<file path="config.mk">
export PLATFORM = sky130hd
export DESIGN_NAME = adc_serial_port
export DESIGN_NICKNAME = d
export VERILOG_FILES = /design/src/rtl/adc_sp_pkg.sv /design/src/rtl/adc_sp_edges.sv /design/src/rtl/adc_sp_shreg.sv /design/src/rtl/adc_serial_port.sv
export SDC_FILE = /design/constraint.sdc
export NUM_CORES = 1
export LEC_CHECK = 0
export BUFFER_PORTS_ARGS = -buffer_cell sky130_fd_sc_hd__buf_2
export CAP_MARGIN = 40
export CORE_MARGIN = 1
export CORE_UTILIZATION = 50
export DETAILED_ROUTE_END_ITERATION = 16
export PLACE_DENSITY_LB_ADDON = 0.2
export SYNTH_ARGS = -nofsm -noshare
export SYNTH_HDL_FRONTEND = slang
export SYNTH_SLANG_ARGS = --single-unit
</file>
<file path="constraint.sdc">
create_clock -name clk -period 2.08 [get_ports clk]
set_input_delay 0.416 -clock clk [delete_from_list [all_inputs] [get_ports clk]]
set_output_delay 0.416 -clock clk [all_outputs]
set_load 0.02 [all_outputs]
</file>
<file path="src/rtl/adc_sp_pkg.sv">
package adc_sp_pkg;

  typedef enum logic [1:0] {
    PH_IDLE = 2'd0,
    PH_CONV = 2'd1,
    PH_DATA = 2'd2
  } phase_t;

  // Falling edge at which a select-mode read ends.
  function automatic int read_end_edge(int word_w, logic busy);
    return word_w + (busy ? 1 : 0);
  endfunction

  // Port deselected only when both select wires are high.
  function automatic logic port_idle(logic cnv_lvl, logic sdi_lvl);
    return cnv_lvl & sdi_lvl;
  endfunction

endpackage

</file>
<file path="src/rtl/adc_sp_edges.sv">
module adc_sp_edges #(
  parameter int N = 3
) (
  input  logic         clk,
  input  logic         rst_n,
  input  logic [N-1:0] lvl,
  output logic [N-1:0] rise,
  output logic [N-1:0] fall
);
  logic [N-1:0] held;

  always_ff @(posedge clk) begin
    if (!rst_n) held <= '0;
    else        held <= lvl;
  end

  for (genvar i = 0; i < N; i++) begin : g_edge
    assign rise[i] = lvl[i] & ~held[i];
    assign fall[i] = ~lvl[i] & held[i];
  end
endmodule

</file>
<file path="src/rtl/adc_sp_shreg.sv">
module adc_sp_shreg #(
  parameter int W = 16
) (
  input  logic         clk,
  input  logic         rst_n,
  input  logic         load,
  input  logic [W-1:0] din,
  input  logic         shift,
  input  logic         ser_in,
  output logic         top_bit,
  output logic         next_bit
);
  logic [W-1:0] word_q;

  always_ff @(posedge clk) begin
    if (!rst_n)     word_q <= '0;
    else if (load)  word_q <= din;
    else if (shift) word_q <= {word_q[W-2:0], ser_in};
  end

  assign top_bit  = word_q[W-1];
  assign next_bit = word_q[W-2];
endmodule

</file>
<file path="src/rtl/adc_serial_port.sv">
module adc_serial_port #(
  parameter int WORD_W = 16
) (
  input  logic              clk,
  input  logic              rst_n,
  input  logic              cnv,
  input  logic              sdi,
  input  logic              sck,
  input  logic [WORD_W-1:0] result,
  input  logic              done,
  output logic              sdo,
  output logic              sdo_oe
);
  import adc_sp_pkg::*;

  localparam int CNT_W = $clog2(WORD_W + 2);

  // Pin edges, named for the assertions
  logic [2:0] lvl, rise, fall;
  logic       idle_now;
  assign idle_now = port_idle(cnv, sdi);
  assign lvl      = {idle_now, sck, cnv};

  adc_sp_edges #(.N(3)) u_edges (
    .clk(clk), .rst_n(rst_n), .lvl(lvl), .rise(rise), .fall(fall)
  );

  logic cnv_rise, sck_fall, desel_evt, sel_evt;
  assign cnv_rise  = rise[0];
  assign sck_fall  = fall[1];
  assign desel_evt = rise[2];
  assign sel_evt   = fall[2];

  phase_t             phase;
  logic               chain_m, busy_m, oe_q, sdo_q;
  logic [CNT_W-1:0]   cnt;
  logic               data_ph, load_evt, first_edge, last_edge;
  logic               top_bit, next_bit, do_shift;

  assign data_ph    = (phase == PH_DATA) && !cnv_rise;
  assign load_evt   = done && (phase == PH_CONV) && !cnv_rise;
  assign first_edge = busy_m && (cnt == '0);
  assign last_edge  = (int'(cnt) + 1) == read_end_edge(WORD_W, busy_m);

  assign do_shift = data_ph && sck_fall && !first_edge &&
                    (chain_m || (oe_q && !desel_evt));

  adc_sp_shreg #(.W(WORD_W)) u_shreg (
    .clk(clk), .rst_n(rst_n), .load(load_evt), .din(result),
    .shift(do_shift), .ser_in(sdi & chain_m),
    .top_bit(top_bit), .next_bit(next_bit)
  );

  always_ff @(posedge clk) begin
    if (!rst_n) begin
      phase   <= PH_IDLE;
      chain_m <= 1'b0;
      busy_m  <= 1'b0;
      oe_q    <= 1'b0;
      sdo_q   <= 1'b0;
      cnt     <= '0;
    end else if (cnv_rise) begin
      chain_m <= !sdi;
      busy_m  <= !sdi && sck;
      phase   <= PH_CONV;
      oe_q    <= 1'b0;
      cnt     <= '0;
    end else if (load_evt) begin
      phase <= PH_DATA;
      cnt   <= '0;
      if (chain_m) begin
        oe_q  <= 1'b1;
        sdo_q <= busy_m ? 1'b0 : result[WORD_W-1];
      end else if (!idle_now) begin
        busy_m <= 1'b1;
        oe_q   <= 1'b1;
        sdo_q  <= 1'b0;
      end else begin
        busy_m <= 1'b0;
      end
    end else if (data_ph) begin
      if (!chain_m) begin
        if (desel_evt) begin
          oe_q  <= 1'b0;
          phase <= PH_IDLE;
        end else if (oe_q && sck_fall) begin
          cnt <= cnt + 1'b1;
          if (last_edge) begin
            oe_q  <= 1'b0;
            phase <= PH_IDLE;
          end else begin
            sdo_q <= first_edge ? top_bit : next_bit;
          end
        end else if (!oe_q && sel_evt) begin
          oe_q  <= 1'b1;
          sdo_q <= top_bit;
        end
      end else begin
        if (sck_fall) begin
          if (cnt != '1) cnt <= cnt + 1'b1;
          sdo_q <= first_edge ? top_bit : next_bit;
        end else if (first_edge) begin
          sdo_q <= sdi;
        end
      end
    end
  end

  assign sdo    = sdo_q;
  assign sdo_oe = oe_q;


  cnv_release_chk: assert property (@(posedge clk) disable iff (!rst_n)
    cnv_rise |=> !sdo_oe);


  start_bit_chk: assert property (@(posedge clk) disable iff (!rst_n)
    (load_evt && !chain_m && !idle_now) |=> (sdo_oe && !sdo));


  chain_msb_chk: assert property (@(posedge clk) disable iff (!rst_n)
    (load_evt && chain_m && !busy_m) |=> (sdo_oe && sdo == $past(result[WORD_W-1])));


  desel_release_chk: assert property (@(posedge clk) disable iff (!rst_n)
    (data_ph && !chain_m && oe_q && desel_evt) |=> !sdo_oe);


  oe_cause_chk: assert property (@(posedge clk) disable iff (!rst_n)
    $rose(sdo_oe) |-> $past(load_evt || sel_evt));

endmodule

</file>
==> run_results.csv <==
group,metric,value,unit
sta,finalSetupViolCount,0,
sta,hold_viol,0,
grt,grt_max_degree,33,
logic_synthesis,yosys_most_used_dff,"dfxtp_1",
worst_hold_path,min_path_type,"input port to flop",
layout,antenna_cells,0,
placement,port_buffers,23,
logic_synthesis,synthTopCellsByArea,"dfxtp_1 36%, mux2i_1 11%, a211oi_1 8.2%",
layout,synthToLayoutAreaGrowth,15.8,%
power_and_ir_drop,p_leak,0.679,nW
clocking,clk_pin_slew_worst_paths,0.10,ns
placement,dp_slack,-0.0293,ns
worst_setup_path,cp-end-kind,"flop",
layout,layout-drive-gt1-share,24.6,%
logic_synthesis,synth-edff-count,0,
clocking,root_buffer,"clkbuf_4",
worst_setup_path,start_kind,"flop",
clocking,cts_num_sinks,30,
die,core-area,3100,um2
layout,final_cell_count_no_fill,251,
clocking,htreeDepth,2,
sta,min_period,2.01,ns
drt,vias,1387,
sta,skew,0.0153,ns
drt,dr.pass1.iters,4,
logic_synthesis,yosysTopAreaCellShare,36.4,%
flow_run,cap_violations,0,
worst_hold_path,min_delay_path_depth,2,
clocking,clock_path_buffers,2,
logic_synthesis,seq_area_frac_synth,36.4,%
die,die_y,59.5,um
layout,utilization,61.6,%
worst_setup_path,cp_max_fo,4,
drt,ant_nets,0,
placement,dpl.hpwl,2600,um
clocking,clkLatencyLatePin,0.35,ns
worst_setup_path,cp.required,2.33,ns
die,start_util,53.2,%
grt,grt_pass1_vias,1335,
sta,worst_slew_pin_slew,0.616,ns
logic_synthesis,syn_area,1650,um2
die,rows,20,
die,die_w,59.5,um
layout,nets,232,
drt,vias_per_cell,5.53,
power_and_ir_drop,peakVddDrop,0.000358,V
placement,dpl.cell_count,244,
logic_synthesis,synth_top_area_cell,"dfxtp_1",
clocking,tritoncts,"built",
grt,grt_usage,23.4,%
worst_setup_path,worstSetupPathType,"flop to flop",
drt,drt_iter0_drc,114,
drt,post_drt_wl_per_cell,14.4,um
logic_synthesis,synth.distinct_cells,48,
logic_synthesis,ys_warn_count,0,
logic_synthesis,yosys_register_bits,30,
sta,fmax,498,MHz
logic_synthesis,syn_nets,205,
logic_synthesis,synthArstFlopShare,0,%
sta,fin_crit_sh,96.5,%
clocking,cts_buffers,5,
drt,routed_wl,3610,um
worst_setup_path,arrival,2.26,ns
power_and_ir_drop,power_density,567,nW/um2
grt,antenna_found_initial,0,
die,io_pins,24,
sta,relSlewSlack,58.9,%
sta,maxSlewViolCount,0,
placement,gp_congestion,0.896,
drt,drc,0,
power_and_ir_drop,p_total,1.08,mW
grt,gr-total-overflow,0,
status,outcome,"completed",
logic_synthesis,synthCells,180,
logic_synthesis,postSynthAreaPerCell,9.17,um2
worst_setup_path,rr_worst_depth,8,
sta,fin_tns_setup,0,ns
die,die-area,3530,um2
sta,fin_ws,0.0724,ns
grt,grt_pass1_wl,6070,um
[routing by layer]
metal / GRT usage (%) / share of wire, % / vias to the layer above
met5: 0 / 0 / -
met4: 11.2 / 2.0 / 0
met3: 5.46 / 4.2 / 9
met2: 37.9 / 48 / 26
met1: 29.1 / 45 / 638
li1: - / - / 714
[registers in the layout (all words and copies together), names as in the netlist]
| register | count |
|---|---|
| u_edges.held | 3 |
| sdo_oe | 1 |
| u_shreg.word_q | 16 |
| chain_m | 1 |
| cnt | 5 |
| busy_m | 1 |
| phase | 2 |
| sdo | 1 |
[final timing paths]
check	from	slack, ns	end
max	cnt[0]$_SDFFE_PP0P_	0.07	sdo$_SDFFE_PN0P_
min	sck	0.33	u_edges.held[1]$_SDFF_PN0_
max reg2reg	cnt[0]$_SDFFE_PP0P_	0.07	sdo$_SDFFE_PN0P_
min reg2reg	u_edges.held[0]$_SDFF_PN0_	0.52	busy_m$_SDFFE_PN0P_
[cells in the final DEF (no fill, tap or decap), drive strengths merged, types with 2 or more instances in the layout]
master,instances
nand2,6
xnor2,4
a311o,2
buf,30
and2b,2
dfxtp,30
a211oi,18
and2,3
clkbuf,7
o21ai,9
ha,3
nor2,25
nand4,2
inv,7
nor3,3
nand3,4
a311oi,2
nand2b,2
nor2b,2
o211ai,3
o22ai,2
a21oi,6
mux2i,18
nand3b,2
[cells by family after synthesis]
family          share of synthesized area (%)
compound gates                           20.1
xor+xnor                                 2.65
fa+ha+maj                                2.27
buf+inv                                  5.53
flops                                    36.4
mux                                      10.9
simple gates                             22.1
[critical path, cell delays in order (launching register included)]
cell       delay [ns]
dfxtp_2          0.33
buf_4            0.15
inv_2            0.07
ha_4             0.15
nand4bb_4        0.13
or4b_4           0.56
a32oi_2          0.22
o21ai_1          0.11
o211a_1          0.21
[Yosys cell counts (3+ instances only)]
| library cell | count |
|---|---|
| nor2_1 | 24 |
| dfxtp_1 | 30 |
| nand2_1 | 6 |
| clkbuf_1 | 5 |
| o211ai_1 | 3 |
| a211oi_1 | 18 |
| o21ai_0 | 8 |
| mux2i_1 | 18 |
| ha_1 | 3 |
| xnor2_1 | 4 |
| buf_2 | 3 |
| inv_1 | 7 |
| a21oi_1 | 6 |
| nand3_1 | 3 |
[per-stage QoR]
stage / hold WS (ns) / instance area, um2
2_1_floorplan: 0.463 / 1650
3_3_place_gp: 0.481 / 1820
3_5_place_dp: 0.501 / 1820
4_1_cts: 0.336 / 1880
5_1_grt: 0.328 / 1910
6_report: 0.335 / 1910
[cell type report]
type | count | area, um2
fillers | 304 | 1190
multi-input cells | 133 | 1000
flip-flops and latches | 30 | 602
repair buffers | 30 | 180
well taps | 44 | 55.1
clock buffers | 7 | 45.0
inverters | 7 | 26.3
[where the power goes]
part	total (mW)	switching, mW	internal, mW
clock	0.329	0.202	0.127
combinational	0.138	0.0765	0.0618
sequential	0.617	0.0205	0.597
total	1.08	0.299	0.786
[what timing repair did]
| item | in CTS | in global routing |
|---|---|---|
| resized for setup | 3 | 6 |
| hold buffers | 0 | 0 |
| pin swaps | 0 | 3 |
| endpoints found under the setup margin | 3 | 3 |
| setup buffers | 0 | 0 |
Note: power is estimated with default switching activity, not from simulation.
